## src/rtl/mea_pkg.sv

```systemverilog
// Shared encodings for the media element ALU.
// Assumes three element sizes, each half of the next, with the largest equal to the data width.
package mea_pkg;

    localparam int NUM_W = 3;

    typedef enum logic [1:0] {
        OP_AVG  = 2'b00,
        OP_ABSD = 2'b01,
        OP_MIN  = 2'b10,
        OP_MAX  = 2'b11
    } mea_op_e;

    typedef enum logic [1:0] {
        EW_8   = 2'b00,
        EW_16  = 2'b01,
        EW_32  = 2'b10,
        EW_RSV = 2'b11
    } mea_width_e;

    // Map a width code to an element-size index; the reserved code selects the widest size.
    function automatic logic [1:0] width_index(input logic [1:0] ws);
        return (ws == EW_RSV) ? 2'(NUM_W - 1) : ws;
    endfunction

endpackage

```

## src/rtl/mea_operand_ext.sv

```systemverilog
// Isolates the selected element of one operand and extends it by one bit.
// Assumes DATA_W is divisible by 4. Output is a two's-complement value one bit wider
// than the data, so unsigned 32-bit elements stay positive.
module mea_operand_ext
    import mea_pkg::*;
#(
    parameter int DATA_W = 32,
    localparam int EXT_W = DATA_W + 1
) (
    input  logic [DATA_W-1:0] raw,
    input  logic [1:0]        width_sel,
    input  logic              is_signed,
    output logic [EXT_W-1:0]  ext
);

    logic [EXT_W-1:0] cand [NUM_W];

    for (genvar g = 0; g < NUM_W; g++) begin : g_size
        localparam int LW = DATA_W >> (NUM_W - 1 - g);
        // Extend the low LW bits by sign or by zero
        always_comb begin
            cand[g] = {{(EXT_W - LW){is_signed & raw[LW-1]}}, raw[LW-1:0]};
        end
    end

    // Pick the candidate for the requested element size
    always_comb begin
        ext = cand[width_index(width_sel)];
    end

endmodule

```

## src/rtl/mea_core.sv

```systemverilog
// Combinational arithmetic for the four element primitives.
// Assumes both inputs are already extended to DATA_W+1 bits two's-complement.
// Output holds the low DATA_W bits of the chosen result, before width trimming.
module mea_core
    import mea_pkg::*;
#(
    parameter int DATA_W = 32,
    localparam int EXT_W = DATA_W + 1
) (
    input  logic [EXT_W-1:0]  a_ext,
    input  logic [EXT_W-1:0]  b_ext,
    input  logic [1:0]        op,
    output logic [DATA_W-1:0] res
);

    logic signed [EXT_W:0] sum;
    logic                  a_gt_b;
    logic                  a_lt_b;
    mea_op_e               op_e;

    // Rounding sum with one guard bit above the extended operands
    always_comb begin
        sum = $signed({a_ext[EXT_W-1], a_ext}) + $signed({b_ext[EXT_W-1], b_ext})
              + $signed((EXT_W + 1)'(1));
    end

    // Shared ordering on the extended values
    always_comb begin
        a_gt_b = $signed(a_ext) > $signed(b_ext);
        a_lt_b = $signed(a_ext) < $signed(b_ext);
    end

    // Select the primitive named by the opcode
    always_comb begin
        op_e = mea_op_e'(op);
        case (op_e)
            OP_AVG:  res = DATA_W'(sum >>> 1);
            OP_ABSD: res = DATA_W'(a_gt_b ? (a_ext - b_ext) : (b_ext - a_ext));
            OP_MIN:  res = DATA_W'(a_lt_b ? a_ext : b_ext);
            OP_MAX:  res = DATA_W'(a_gt_b ? a_ext : b_ext);
            default: res = '0;
        endcase
    end

endmodule

```

## src/rtl/mea_result_trim.sv

```systemverilog
// Clears the result bits above the selected element size.
// Assumes the same width coding as the operand extender.
module mea_result_trim
    import mea_pkg::*;
#(
    parameter int DATA_W = 32
) (
    input  logic [DATA_W-1:0] value,
    input  logic [1:0]        width_sel,
    output logic [DATA_W-1:0] trimmed
);

    logic [DATA_W-1:0] mask [NUM_W];

    for (genvar g = 0; g < NUM_W; g++) begin : g_mask
        localparam int LW = DATA_W >> (NUM_W - 1 - g);
        // Low-LW-bits mask for this element size
        always_comb begin
            mask[g] = {DATA_W{1'b1}} >> (DATA_W - LW);
        end
    end

    // Apply the mask of the requested element size
    always_comb begin
        trimmed = value & mask[width_index(width_sel)];
    end

endmodule

```

## src/rtl/media_elem_alu.sv

```systemverilog
// Media integer element ALU: rounding average, absolute difference, min and max
// on one element of 8, 16 or 32 bits, signed or unsigned, with a registered output.
// Assumes a single clock and a synchronous active-low reset. One request per cycle.
module media_elem_alu #(
    parameter int DATA_W = 32,
    localparam int EXT_W = DATA_W + 1,
    localparam int MIN_W = DATA_W / 4
) (
    input  logic              clk,
    input  logic              rst_n,
    input  logic              in_valid,
    input  logic [1:0]        op,
    input  logic              is_signed,
    input  logic [1:0]        width_sel,
    input  logic [DATA_W-1:0] src_a,
    input  logic [DATA_W-1:0] src_b,
    output logic              out_valid,
    output logic [DATA_W-1:0] result
);

    logic [EXT_W-1:0]  a_ext;
    logic [EXT_W-1:0]  b_ext;
    logic [DATA_W-1:0] core_res;
    logic [DATA_W-1:0] next_res;

    mea_operand_ext #(.DATA_W(DATA_W)) u_ext_a (
        .raw(src_a), .width_sel(width_sel), .is_signed(is_signed), .ext(a_ext)
    );

    mea_operand_ext #(.DATA_W(DATA_W)) u_ext_b (
        .raw(src_b), .width_sel(width_sel), .is_signed(is_signed), .ext(b_ext)
    );

    mea_core #(.DATA_W(DATA_W)) u_core (
        .a_ext(a_ext), .b_ext(b_ext), .op(op), .res(core_res)
    );

    mea_result_trim #(.DATA_W(DATA_W)) u_trim (
        .value(core_res), .width_sel(width_sel), .trimmed(next_res)
    );

    // Output register: valid follows the request, data loads only on a request
    always_ff @(posedge clk) begin
        if (!rst_n) begin
            out_valid <= 1'b0;
            result    <= '0;
        end else begin
            out_valid <= in_valid;
            if (in_valid) begin
                result <= next_res;
            end
        end
    end

    // Checks on the output register
    p_valid_follow_r7: assert property (@(posedge clk) disable iff (!rst_n)
        in_valid |=> out_valid);

    p_valid_drop_r7: assert property (@(posedge clk) disable iff (!rst_n)
        !in_valid |=> !out_valid);

    p_hold_r8: assert property (@(posedge clk) disable iff (!rst_n)
        !in_valid |=> $stable(result));

    p_upper_zero_r6: assert property (@(posedge clk) disable iff (!rst_n)
        (in_valid && width_sel == 2'b00) |=> (result[DATA_W-1:MIN_W] == '0));

    p_absd_same_r3: assert property (@(posedge clk) disable iff (!rst_n)
        (in_valid && op == 2'b01 && src_a == src_b) |=> (result == '0));

    p_avg_same_r1: assert property (@(posedge clk) disable iff (!rst_n)
        (in_valid && op == 2'b00 && width_sel == 2'b10 && src_a == src_b)
        |=> (result == $past(src_a)));

    p_minmax_pick_r4: assert property (@(posedge clk) disable iff (!rst_n)
        (in_valid && op[1] && width_sel == 2'b10)
        |=> (result == $past(src_a) || result == $past(src_b)));

endmodule

```

## config.mk

```make
export PLATFORM = sky130hd
export DESIGN_NAME = media_elem_alu
export DESIGN_NICKNAME = d
export VERILOG_FILES = /design/src/rtl/mea_pkg.sv /design/src/rtl/mea_operand_ext.sv /design/src/rtl/mea_core.sv /design/src/rtl/mea_result_trim.sv /design/src/rtl/media_elem_alu.sv
export SDC_FILE = /design/constraint.sdc
export NUM_CORES = 1
export LEC_CHECK = 0
export BUFFER_PORTS_ARGS = -buffer_cell sky130_fd_sc_hd__buf_2
export CORE_ASPECT_RATIO = 1.1
export CORE_MARGIN = 10
export CORE_UTILIZATION = 23
export CTS_BUF_LIST = sky130_fd_sc_hd__clkbuf_4
export DETAILED_ROUTE_END_ITERATION = 16
export HOLD_SLACK_MARGIN = 0.03
export SLEW_MARGIN = 20
export SYNTH_ARGS = -nofsm -noshare
export SYNTH_HDL_FRONTEND = slang
export SYNTH_SLANG_ARGS = --single-unit
export TNS_END_PERCENT = 20
```

## constraint.sdc

```tcl
create_clock -name clk -period 5.35 [get_ports clk]
set_clock_uncertainty 0.05 [all_clocks]
set_input_delay 0.535 -clock clk [delete_from_list [all_inputs] [get_ports clk]]
set_output_delay 0.535 -clock clk [all_outputs]
set_load 0.1 [all_outputs]
```

======== Word level (Yosys, flattened, before mapping) ========
Index checks and enable logic that the tools add are counted.
word-level totals
  register bits after elaboration ......... 33
  input bits .............................. 72
  logic and storage cells ................. 36
operators by class
  $add $sub $neg .......................... 4
  order comparisons ....................... 3
  equal/unequal tests ..................... 4
  muxes and demuxes ....................... 14
  bitwise operators ....................... 8
  reduce and logical (&&, ||, !) cells .... 1
operator list
  operator               count
  $mux 32                5
  $bmux 33 s2            2
  $mux 33                4
  $pmux 32 s4            1
  $bmux 32 s2            1
  $sub 32x32->32         2
  $add 33x2->33 const B  1
  $add 33x33->33         1
  $gt 33x33->1           1
  $lt 33x33->1           1
  $and 32x32->32         1
  $and 1x1->1            6
  $eq 2x2->1 const B     3
  $ge 3x3->1 const B     1
  $not 2->3              1
  $eq 2x1->1 const B     1
  $logic_not 2->1        1
  $mux 2                 1

======== Depth between registers and ports, before layout ========
  depth after elaboration ................. 10
  depth in mapped cells ................... 22

======== Hierarchy ========
Synthesis repeated with hierarchy kept, for this count alone.
second synthesis, totals
  cell total of the unflattened synthesis .. 1236
  area, all modules ....................... 8653.3 µm²
modules (own cells, without submodules)
  module           times used  cells an instance  area an instance (µm²)
  mea_core         1           956                6369.9
  media_elem_alu   1           105                1270.0
  mea_operand_ext  2           70                 401.6
  mea_result_trim  1           35                 210.2

======== Worst setup path after synthesis ========
No wires, ideal clock.
  path kind ............................... input -> register
  from .................................... in width_sel[1]
  to ...................................... reg result[19]
  data arrival time ....................... 4.523 ns
  required time ........................... 5.232 ns
  slack ................................... 0.709 ns
  cell stages on the path ................. 17
  cell sequence ........................... or2_2 > clkbuf_1 > nor3_1 > a21oi_1 > inv_1 > ha_1 > buf_4 > nor4_1 > o21ai_0 > a211oi_1 > a221o_2 > nor2_4 > o21ba_4 > o41a_1 > xnor2_1 > mux4_2 > o21ai_2
on the way
  longest elaborated chain between the ends .. 10
  elaborated cells between the ends (all ways) .. 23
  classes of those cells .................. add/sub (4); order compare (2); eq/ne (1); mux (14); bitwise (2)
RTL lines
  item                                        RTL line                                      source
  start: declaration                          media_elem_alu.sv:14                          input logic [1:0] width_sel,
  $eq 2x2->1                                  mea_pkg.sv:23                                 return (ws == EW_RSV) ? 2'(NUM_W - 1) : ws;
  $mux 2 *                                    mea_pkg.sv:23
  $not 2->3 (implied by the code) *           mea_operand_ext.sv:28, mea_result_trim.sv:25
  $bmux 33 s2                                 mea_operand_ext.sv:28                         ext = cand[width_index(width_sel)];
  $mux 33 (implied by the code) (2 in a row)  mea_operand_ext.sv:28
  $add 33x33->33 (tied with other cells)      mea_core.sv:23                                sum = $signed({a_ext[EXT_W-1], a_ext}) + $signed({b_ext[EXT_W-1], b_ext})
  $add 33x2->33 (tied with other cells)       mea_core.sv:24                                + $signed((EXT_W + 1)'(1));
  $pmux 32 s4                                 mea_core.sv:36                                case (op_e)
  $and 32x32->32 *                            mea_result_trim.sv:25                         trimmed = value & mask[width_index(width_sel)];
  end signal: assignment                      media_elem_alu.sv:50                          result <= next_res;
  end: declaration                            media_elem_alu.sv:18                          output logic [DATA_W-1:0] result
Mark *: on every way between the ends. The rest lies on a longest branch, timed or not. The select of a mux whose other input is x is not followed.
A chain may end at the register's enable or synchronous reset.

======== Final worst setup path ========
  from .................................... in width_sel[1]
  to ...................................... reg result[17]
Same word-level chain as after synthesis.

==> impl_metrics.py <==
metrics = {
    "grt": {
        "grt_usage_pct": 16.2,
        "antenna_found_initial": 3,
        "grt_overflow": 0,
        "first_global_vias": 8918,
        "grt_first_pass_wirelength_mm": 53.8,
        "grt_max_degree": 37,
    },
    "critical_path": {
        "timing_worst_setup_path_type": "input pin to flop",
        "crit_required_ns": 5.64,
        "worst_ep_arrival_time_ns": 5.33,
        "critical_path_launch_point_type": "input pin",
        "cp.buffers_inverters": 4,
        "endpoint_kind": "flop",
        "worst-path-max-fanout": 19,
        "critical_path.cell_chain": "buf_2 > or2_2 > nor3_1 > buf_4 > a21oi_1 > inv_1 > ha_1 > nor2b_1 > or2_0 > o21ai_0 > a211oi_1 > a221o_2 > nor3_1 > o21ba_4 > buf_4 > o21ai_0 > o21ai_1 > xnor2_1 > a221o_1",
        "critical-path-max-stage-delay_ns": 0.50,
        "crit_path_top_delay_cell": "ha_1",
        "crit_path_leading_delay_family": "compound AO/OA/AOI/OAI gates",
    },
    "clock_tree": {
        "post_cts.repair.setup_buffers": 0,
        "cts_hold_buffers": 0,
        "clk_path_buf_depth": 2,
        "path_clk_slew_ns": 0.15,
        "cts_resized": 0,
        "ctsHtreeMaxLevel": 2,
        "worstSkewPairLatency_ns": 0.40,
        "cts_root_buffer": "clkbuf_4",
        "cts_buffers": 5,
        "cts_tree": "built",
        "cts_num_sinks": 33,
    },
    "synthesis": {
        "synth-edff-count": 0,
        "synth-seq-cells": 33,
        "synth_seq_area_share_pct": 8.35,
        "synth.net_count": 1340,
        "post_synth_inst_count": 1169,
        "ys.warnings.count": 0,
        "ys_async_sr_fraction_pct": 0,
        "netlist_area_um2": 7910,
        "synthesis.area_per_instance_um2": 6.77,
        "netlist-cell-type-count": 97,
        "synth_top_flop_cell": "dfxtp_1",
    },
    "layout": {
        "final_core_util_pct": 26.8,
        "fillers": 3876,
        "final_cell_area_um2": 9140,
        "post_route_cells_drive_above_1_share_pct": 16.8,
        "final_cell_count_no_fill": 1689,
        "diodes": 0,
        "nets": 1421,
        "syn2layout_area_growth_pct": 15.6,
    },
    "sta": {
        "post-route-min-period_ns": 5.04,
        "rsz0062_at_grt": "false",
        "worst_slew_pin_tran_ns": 0.974,
        "slew_violations": 0,
        "setup-violations-final": 0,
        "setup_slack_ns": 0.309,
        "maxSlewHeadroom_pct": 34.8,
        "finalCritPeriodShare_pct": 94.2,
        "fmaxAchievable_mhz": 198,
        "final.setup.tns_ns": 0,
        "timing_hold_violations_final": 0,
        "hold_ws_ns": 0.416,
    },
    "power_and_ir_drop": {
        "static-leakage-power_nw": 4.17,
        "power_density_nw_per_um2": 266,
        "peakVddDrop_mv": 0.147,
        "design_power_total_mw": 2.43,
    },
    "route": {
        "drtAntennaViolNets": 0,
        "drtPass1Iterations": 7,
        "detailedRoute.firstIterationViolations": 1118,
        "drt-total-wl_mm": 35.7,
        "route.detailed.drc": 0,
        "overall_via_count_from_detail_route": 9211,
        "avgViaCountPerCell": 5.45,
        "wl_cell_um": 21.1,
    },
    "floorplan": {
        "floorplan.initialDensity_pct": 23.2,
        "design.core.area_um2": 34100,
        "die_area_um2": 42200,
        "pin_count": 105,
        "die_w_um": 197,
        "site_rows": 71,
        "dieHeight_um": 215,
    },
    "placement": {
        "dpl_cell_area_um2": 9060,
        "number_of_placed_cells_counting_well_taps": 1681,
        "place_congestion": 1.04,
        "place_hpwl_mm": 28.3,
        "port_buffers": 104,
        "pre_cts_setup_slack_ns": -0.00110,
    },
    "outcome": {
        "run_status": "completed",
    },
    "flow_run": {
        "drv_cap": 0,
    },
    "worst_hold_path": {
        "hold_class": "flop to flop",
    },
}
## logic make-up after synthesis
| group | after synthesis | synth area share [%] |
|---|---|---|
| buffers and inverters | 193 | 10.3 |
| adder cells (fa/ha/maj) | 99 | 15.9 |
| multiplexers | 22 | 2.97 |
| AO/OA/AOI/OAI | 471 | 38.6 |
| AND/OR/NAND/NOR | 297 | 17.8 |
| flip-flops | 33 | 8.35 |
| XOR/XNOR | 54 | 6.07 |
## routing by layer
layer	up-vias	routed length (um)	global-route usage [%]
met3	59	2590	2.68
met5	-	13	0
met2	415	16400	26.4
met1	4398	15900	21.5
li1	4337	-	-
met4	2	839	4.23
## cell type report
type                    count  area [um2]  share of cell area (%)
clock buffers               6        45.0                   0.493
multi-input cells         943        6450                    70.6
well taps                 438         548                    5.99
repair buffers            163        1010                    11.1
clock inverters             2        33.8                   0.369
inverters                 104         390                    4.27
flip-flops and latches     33         661                    7.22
## synthesized netlist by cell type (6+ instances only)
cell type / instances / area [um2]
a211oi_1: 12 / 90.1
a21o_1: 27 / 203
a21oi_1: 149 / 746
a221o_1: 8 / 80.1
a221oi_1: 9 / 78.8
a22o_1: 6 / 52.6
a22oi_1: 7 / 52.6
a31oi_1: 14 / 87.6
and2_1: 7 / 43.8
buf_2: 24 / 120
clkbuf_1: 53 / 199
dfxtp_1: 33 / 661
ha_1: 96 / 1200
inv_1: 98 / 368
mux2i_1: 19 / 190
nand2_1: 84 / 315
nand2b_1: 12 / 75.1
nand3_1: 10 / 50.1
nand4_1: 7 / 43.8
nor2_1: 97 / 364
nor2b_1: 15 / 93.8
nor3_1: 24 / 120
nor4_1: 11 / 68.8
o211ai_1: 6 / 45.0
o21a_1: 29 / 218
o21ai_0: 90 / 450
o21ai_1: 9 / 45.0
o21bai_1: 17 / 128
o22ai_1: 14 / 87.6
o31ai_1: 14 / 105
or2_2: 8 / 50.1
xnor2_1: 50 / 438
## worst paths after layout
| check | startpoint | to | slack (ns) | cells past startpoint |
|---|---|---|---|---|
| worst max-delay path | width_sel[1] | result[17]$_SDFFE_PN0P_ | 0.31 | 19 |
| worst min-delay path | result[27]$_SDFFE_PN0P_ | result[27]$_SDFFE_PN0P_ | 0.42 | 2 |
| worst max register to register | result[16]$_SDFFE_PN0P_ | result[16]$_SDFFE_PN0P_ | 4.20 | 5 |
| worst min register to register | result[27]$_SDFFE_PN0P_ | result[27]$_SDFFE_PN0P_ | 0.42 | 2 |
## sequential cells by signal, summed over array words and instances, names as in the netlist
signal and flops:
result 32, out_valid 1
## worst register-to-register path, delay by kind of cell (launching register included)
| kind | cells | cell delay (ns) |
|---|---|---|
| AOI/OAI and AO/OA | 2 | 0.37 |
| DFF | 1 | 0.35 |
| and+or+nand+nor | 3 | 0.29 |
## power by group
part / switching [mW] / internal (mW)
Clock: 0.128 / 0.102
Combinational: 1.24 / 0.679
Sequential: 0.0151 / 0.271
## cells in the final DEF (no fill, tap or decap), types with 8 or more instances in the layout
master      n
a211oi_1   12
a21o_1     27
a21oi_1   149
a221o_1     8
a221oi_1    9
a31oi_1    14
buf_2     104
buf_4      55
dfxtp_1    33
ha_1       96
inv_1      98
mux2i_1    19
nand2_1    84
nand2b_1   12
nand3_1    10
nor2_1     96
nor2b_1    13
nor3_1     24
nor4_1     11
o21a_1     29
o21ai_0    90
o21ai_1     9
o21bai_1   17
o22ai_1    14
o31ai_1    14
or2_2       8
xnor2_1    50
No activity file was read; power rests on OpenSTA's default activity.
